`src/rtl/call_arb_pkg.sv`:
```
package call_arb_pkg;

  localparam int MAX_CLI = 16;

  // Round-robin pick: first requester after the one-hot 'last', wrapping at n.
  function automatic logic [MAX_CLI-1:0] rr_pick(
    input logic [MAX_CLI-1:0] req,
    input logic [MAX_CLI-1:0] last,
    input int                 n
  );
    int                 base;
    int                 j;
    logic               found;
    logic [MAX_CLI-1:0] g;
    base  = 0;
    for (int i = 0; i < MAX_CLI; i++) begin
      if (i < n && last[i[3:0]]) base = i;
    end
    g     = '0;
    found = 1'b0;
    for (int k = 1; k <= MAX_CLI; k++) begin
      if (k <= n) begin
        j = base + k;
        if (j >= n) j = j - n;
        if (!found && req[j[3:0]]) begin
          g[j[3:0]] = 1'b1;
          found     = 1'b1;
        end
      end
    end
    return g;
  endfunction

endpackage

```
`src/rtl/call_arb_pick.sv`:
```
module call_arb_pick
  import call_arb_pkg::*;
#(
  parameter int N_CLI = 2
) (
  input  logic             clk,
  input  logic             rst_n,
  input  logic [N_CLI-1:0] req,
  input  logic [N_CLI-1:0] last,
  output logic [N_CLI-1:0] grant
);

  logic [MAX_CLI-1:0] req_w;
  logic [MAX_CLI-1:0] last_w;
  logic [MAX_CLI-1:0] grant_w;

  always_comb begin
    req_w   = MAX_CLI'(req);
    last_w  = MAX_CLI'(last);
    grant_w = rr_pick(req_w, last_w, N_CLI);
    grant   = grant_w[N_CLI-1:0];
  end

  // a pending contest yields one winner drawn from the requesters
  p_pick_valid_r7: assert property (@(posedge clk) disable iff (!rst_n)
    (|req) |-> ($onehot(grant) && ((grant & ~req) == '0)));

endmodule

```
`src/rtl/call_arb_owner.sv`:
```
module call_arb_owner #(
  parameter int N_CLI = 2
) (
  input  logic             clk,
  input  logic             rst_n,
  input  logic [N_CLI-1:0] cli_req,
  input  logic             shr_ack,
  input  logic [N_CLI-1:0] grant,
  output logic [N_CLI-1:0] owner,
  output logic [N_CLI-1:0] last
);

  localparam logic [N_CLI-1:0] LAST_RST = N_CLI'(1) << (N_CLI - 1);

  logic idle;
  logic own_req;
  logic grant_ev;
  logic release_ev;

  assign idle       = (owner == '0);
  assign own_req    = |(owner & cli_req);
  assign grant_ev   = idle && (|cli_req);
  assign release_ev = !idle && !own_req && !shr_ack;

  always_ff @(posedge clk) begin
    if (!rst_n) begin
      owner <= '0;
      last  <= LAST_RST;
    end else if (grant_ev) begin
      owner <= grant;
      last  <= grant;
    end else if (release_ev) begin
      owner <= '0;
    end
  end

  // an idle edge with a request pending produces one owner that was requesting
  p_grant_onehot_r2: assert property (@(posedge clk) disable iff (!rst_n)
    (idle && (|cli_req)) |=> (($countones(owner) == 1) && (|(owner & $past(cli_req)))));

  // owner is kept while its request or the shared acknowledge is high
  p_hold_owner_r5: assert property (@(posedge clk) disable iff (!rst_n)
    (!idle && (own_req || shr_ack)) |=> $stable(owner));

  // owner is dropped once both have returned low
  p_release_r5: assert property (@(posedge clk) disable iff (!rst_n)
    (!idle && !own_req && !shr_ack) |=> (owner == '0));

endmodule

```
`src/rtl/call_arb_route.sv`:
```
module call_arb_route #(
  parameter int N_CLI = 2
) (
  input  logic             clk,
  input  logic             rst_n,
  input  logic [N_CLI-1:0] owner,
  input  logic [N_CLI-1:0] cli_req,
  input  logic             shr_ack,
  output logic             shr_req,
  output logic [N_CLI-1:0] cli_ack
);

  assign shr_req = |(owner & cli_req);

  for (genvar g = 0; g < N_CLI; g++) begin : g_ack
    assign cli_ack[g] = owner[g] & shr_ack;
  end

  // nothing reaches the shared stage with no owner
  p_idle_quiet_r3: assert property (@(posedge clk) disable iff (!rst_n)
    (owner == '0) |-> (!shr_req && (cli_ack == '0)));

  // a client acknowledge only appears with the shared acknowledge
  p_ack_source_r4: assert property (@(posedge clk) disable iff (!rst_n)
    (|cli_ack) |-> shr_ack);

  // acknowledges never overlap
  p_ack_excl_r8: assert property (@(posedge clk) disable iff (!rst_n)
    $onehot0(cli_ack));

endmodule

```
`src/rtl/handshake_call_arb.sv`:
```
module handshake_call_arb #(
  parameter int N_CLI = 2
) (
  input  logic             clk,
  input  logic             rst_n,
  input  logic [N_CLI-1:0] cli_req,
  output logic [N_CLI-1:0] cli_ack,
  output logic             shr_req,
  input  logic             shr_ack,
  output logic [N_CLI-1:0] owner_sel
);

  logic [N_CLI-1:0] grant;
  logic [N_CLI-1:0] owner;
  logic [N_CLI-1:0] last;

  call_arb_pick #(.N_CLI(N_CLI)) u_pick (
    .clk   (clk),
    .rst_n (rst_n),
    .req   (cli_req),
    .last  (last),
    .grant (grant)
  );

  call_arb_owner #(.N_CLI(N_CLI)) u_owner (
    .clk     (clk),
    .rst_n   (rst_n),
    .cli_req (cli_req),
    .shr_ack (shr_ack),
    .grant   (grant),
    .owner   (owner),
    .last    (last)
  );

  call_arb_route #(.N_CLI(N_CLI)) u_route (
    .clk     (clk),
    .rst_n   (rst_n),
    .owner   (owner),
    .cli_req (cli_req),
    .shr_ack (shr_ack),
    .shr_req (shr_req),
    .cli_ack (cli_ack)
  );

  assign owner_sel = owner;

  // exported owner is one-hot or empty
  p_sel_onehot_r8: assert property (@(posedge clk) disable iff (!rst_n)
    $onehot0(owner_sel));

  // shared request is only raised by the owner's own request
  p_no_leak_r6: assert property (@(posedge clk) disable iff (!rst_n)
    shr_req |-> (|(owner_sel & cli_req)));

endmodule

```
`config.mk`:
```
export PLATFORM = sky130hd
export DESIGN_NAME = handshake_call_arb
export DESIGN_NICKNAME = d
export VERILOG_FILES = /design/src/rtl/call_arb_pkg.sv /design/src/rtl/call_arb_pick.sv /design/src/rtl/call_arb_owner.sv /design/src/rtl/call_arb_route.sv /design/src/rtl/handshake_call_arb.sv
export SDC_FILE = /design/constraint.sdc
export NUM_CORES = 1
export LEC_CHECK = 0
export ABC_CLOCK_PERIOD_IN_PS = 1000
export BUFFER_PORTS_ARGS = -buffer_cell sky130_fd_sc_hd__buf_2
export CORE_AREA = 8 8 45 47
export CTS_CLUSTER_DIAMETER = 60
export DETAILED_ROUTE_END_ITERATION = 12
export DIE_AREA = 0 0 53 55
export HOLD_SLACK_MARGIN = 0.06
export PLACE_DENSITY = 0.34
export SLEW_MARGIN = 15
export SYNTH_ARGS = -nofsm -noshare
export SYNTH_HDL_FRONTEND = slang
export SYNTH_SLANG_ARGS = --single-unit
```
`constraint.sdc`:
```
create_clock -name clk -period 1 [get_ports clk]
set_clock_uncertainty 0.1 [all_clocks]
set_input_delay 0.15 -clock clk [delete_from_list [all_inputs] [get_ports clk]]
set_output_delay 0.15 -clock clk [all_outputs]
set_load 0.1 [all_outputs]
```
==> flow_metrics.py <==
metrics = {
    "critical_path": {
        "critPathLaunchType": "flop",
        "reg2reg_setup_slack_ns": -0.16,
        "rr_worst_depth": 4,
        "required_ns": 0.75,
        "worstSetupEndpointType": "output pin",
        "reg2reg_from": "u_owner.owner[0]",
        "endpoint": "shr_req",
        "cp_max_fo": 5,
        "worstReg2RegEnd": "u_owner.owner[0]",
        "startpoint": "u_owner.owner[0]",
        "critPathKind": "reg2out",
        "arrival_ns": 0.99,
    },
    "timing": {
        "fin_crit_ns": 1.239,
        "setup_violations": 8,
        "setup_slack_ns": -0.2385,
        "whs_ns": 0.1096,
        "worstMarginPinSlew_ns": 0.1534,
        "drv_slew": 0,
        "fin_crit_sh_pct": 123.9,
        "max_freq_mhz": 807.4,
        "rsz0062_at_grt": "true",
        "finalHoldViolCount": 0,
        "slew_headroom_pct": 89.77,
    },
    "synth": {
        "yosys_register_bits": 3,
        "synth_area_um2": 163.9,
        "netlist.area_leader.share_pct": 36.64,
        "yosysTopAreaCell": "dfxtp_1",
        "netlist_instances": 20,
        "syn_nets": 25,
        "yosysWarnings": 0,
        "avgSynthCellArea_um2": 8.195,
        "synthTopCellsByArea": "dfxtp_1 (37%), a21oi_1 (15%), o221a_2 (6.9%), a22o_1 (5.3%), o21ai_2 (5.3%)",
        "synth_cell_types": 13,
        "synth-seq-area-share_pct": 36.64,
    },
    "floorplan": {
        "core_area_um2": 1384,
        "fp.dieH_um": 55,
        "die-area_um2": 2915,
        "die_w_um": 53,
        "num_io_pins": 10,
        "initial_core_util_pct": 11.84,
        "rows": 14,
    },
    "layout": {
        "n_fill_cell": 143,
        "nNetsFinal": 47,
        "insertedDiodeCount": 0,
        "drive_above_1_share_pct": 70.73,
        "mostFrequentLayoutCells": "buf_12 (5), a21oi_1 (4), buf_2 (4), buf_6 (4)",
        "layout.cells.non_filler": 57,
        "syn2layout_area_growth_pct": 171.0,
        "final_common_cell": "buf_12",
    },
    "clocking": {
        "cts.htree.levels": 1,
        "cts_tree": "yes",
        "clk_pin_slew_ns": 0.03,
        "cts_inserted_buffers": 3,
        "insertion_delay_ns": 0.23,
        "clockBufferDepth": 2,
        "clockRootBuffer": "clkbuf_4",
        "cts.sinks": 3,
    },
    "routing": {
        "drc": 0,
        "first_iter_violations": 3,
        "antenna_left": 0,
        "wl_um": 635,
        "wl_per_cell_um": 11.14,
        "post_drt_via_cell_ratio": 3.982,
        "routed-wl-met2_um": 414,
        "drt_first_pass_iters": 4,
        "vias": 227,
        "m1WireLength_um": 201,
        "wl_met3_um": 19,
        "top_layer": "met3",
    },
    "placed_design": {
        "place_inst": 47,
        "place_congestion": 0.7931,
        "dpl.hpwl_um": 454.2,
        "io_buffers": 9,
        "place_ws_ns": -0.01109,
    },
    "global_route": {
        "antenna_found_initial": 0,
        "grt_pass1_vias": 210,
        "grt_max_degree": 7,
        "grt_first_pass_wirelength_um": 890,
        "gr-total-overflow": 0,
        "grtUsageTotal_pct": 4.637,
    },
    "power": {
        "peakVddDrop_mv": 0.6326,
        "share_comb_of_total_power_pct": 46.0,
        "pwr-share-seq_pct": 22.4,
        "power_switching_mw": 0.2342,
        "total_power_mw": 0.6492,
        "p_int_mw": 0.4149,
        "p_leak_nw": 0.2027,
        "switching_share_pct": 36.08,
        "power.density_nw_per_um2": 1461,
        "clock_power_share_pct": 31.6,
    },
    "outcome": {
        "status": "finished with violations",
        "failed_checks": "setup timing",
    },
    "worst_hold_path": {
        "worstHoldPathType": "in2reg",
        "hold_path_startpoint": "cli_req[1]",
    },
    "run": {
        "maxCapViolCount": 0,
    },
}
==> critical path, stage by stage, from the launching register on <==
cell and delay (ns):
dfxtp_4 0.35, a22o_4 0.25, buf_12 0.16
==> cell type report <==
class	count	area (µm²)	area share (%)
inverters	1	3.754	0.8451
clock buffers	4	26.28	5.915
multi-input cells	16	128.9	29.01
repair buffers	17	197.7	44.51
flip-flops and latches	3	67.56	15.21
well taps	16	20.02	4.507
==> metal layers <==
metal  GRT usage [%]  vias up
met5               0        -
met4           6.466        0
met3           2.406        0
met2           7.813        3
met1           3.177      107
li1                -      117
==> registers in the layout (all words and copies together), names as in the netlist <==
register / cells
u_owner.owner: 2
u_owner.last: 1
==> Yosys cell counts <==
cell     n
o21ai_2  1
and2_2   1
o221a_2  1
and2_1   1
a21oi_1  5
dfxtp_1  3
nor2_1   2
and3_1   1
nor2b_1  1
a22o_1   1
a21o_1   1
inv_1    1
o21ai_0  1
==> worst min-delay path by stage <==
stage,end,slack (ns),depth (start not counted)
3_5_place_dp,u_owner.last[1],0.26,2
4_1_cts,u_owner.owner[1],0.11,3
6_report,u_owner.owner[1],0.11,3
5_1_grt,u_owner.owner[1],0.13,3
3_3_place_gp,u_owner.last[1],0.25,2
2_1_floorplan,u_owner.last[1],0.11,1
==> cell families (layout without fill, tap and decap cells) <==
logic type             Yosys count  count (layout)  synth area share (%)
DFF                              3               3                 36.64
and+or+nand+nor                  6               6                 20.62
buffers and inverters            1              22                 2.288
AOI/OAI and AO/OA               10              10                 40.46
==> through the flow <==
step	TNS [ns]	util, %	instance area (µm²)
3_5_place_dp	-0.01109	24.50	339.1
2_1_floorplan	-0.7728	-	183.9
4_1_cts	-0.9603	28.48	394.1
5_1_grt	-1.579	32.10	444.2
6_report	-1.328	32.10	444.2
3_3_place_gp	-0.007968	24.50	339.1
==> power groups by stage <==
stage / sequential (mW) / clock [mW] / combinational (mW)
2_1_floorplan: 0.194 / 0 / 0.102
3_3_place_gp: 0.149 / 0 / 0.246
3_5_place_dp: 0.148 / 0 / 0.247
4_1_cts: 0.145 / 0.217 / 0.264
5_1_grt: 0.148 / 0.230 / 0.311
6_report: 0.146 / 0.205 / 0.299
==> what timing repair did <==
| item | 4_1_cts | 5_1_grt |
|---|---|---|
| hold buffers | 1 | 0 |
| endpoints found under the hold margin | 1 | 0 |
| resized for setup | 2 | 7 |
| gates cloned | 0 | 0 |
| setup buffers | 2 | 3 |
| endpoints found under the setup margin | 5 | 8 |
| pin swaps | 4 | 1 |
No activity file was read; power rests on OpenSTA's default activity.
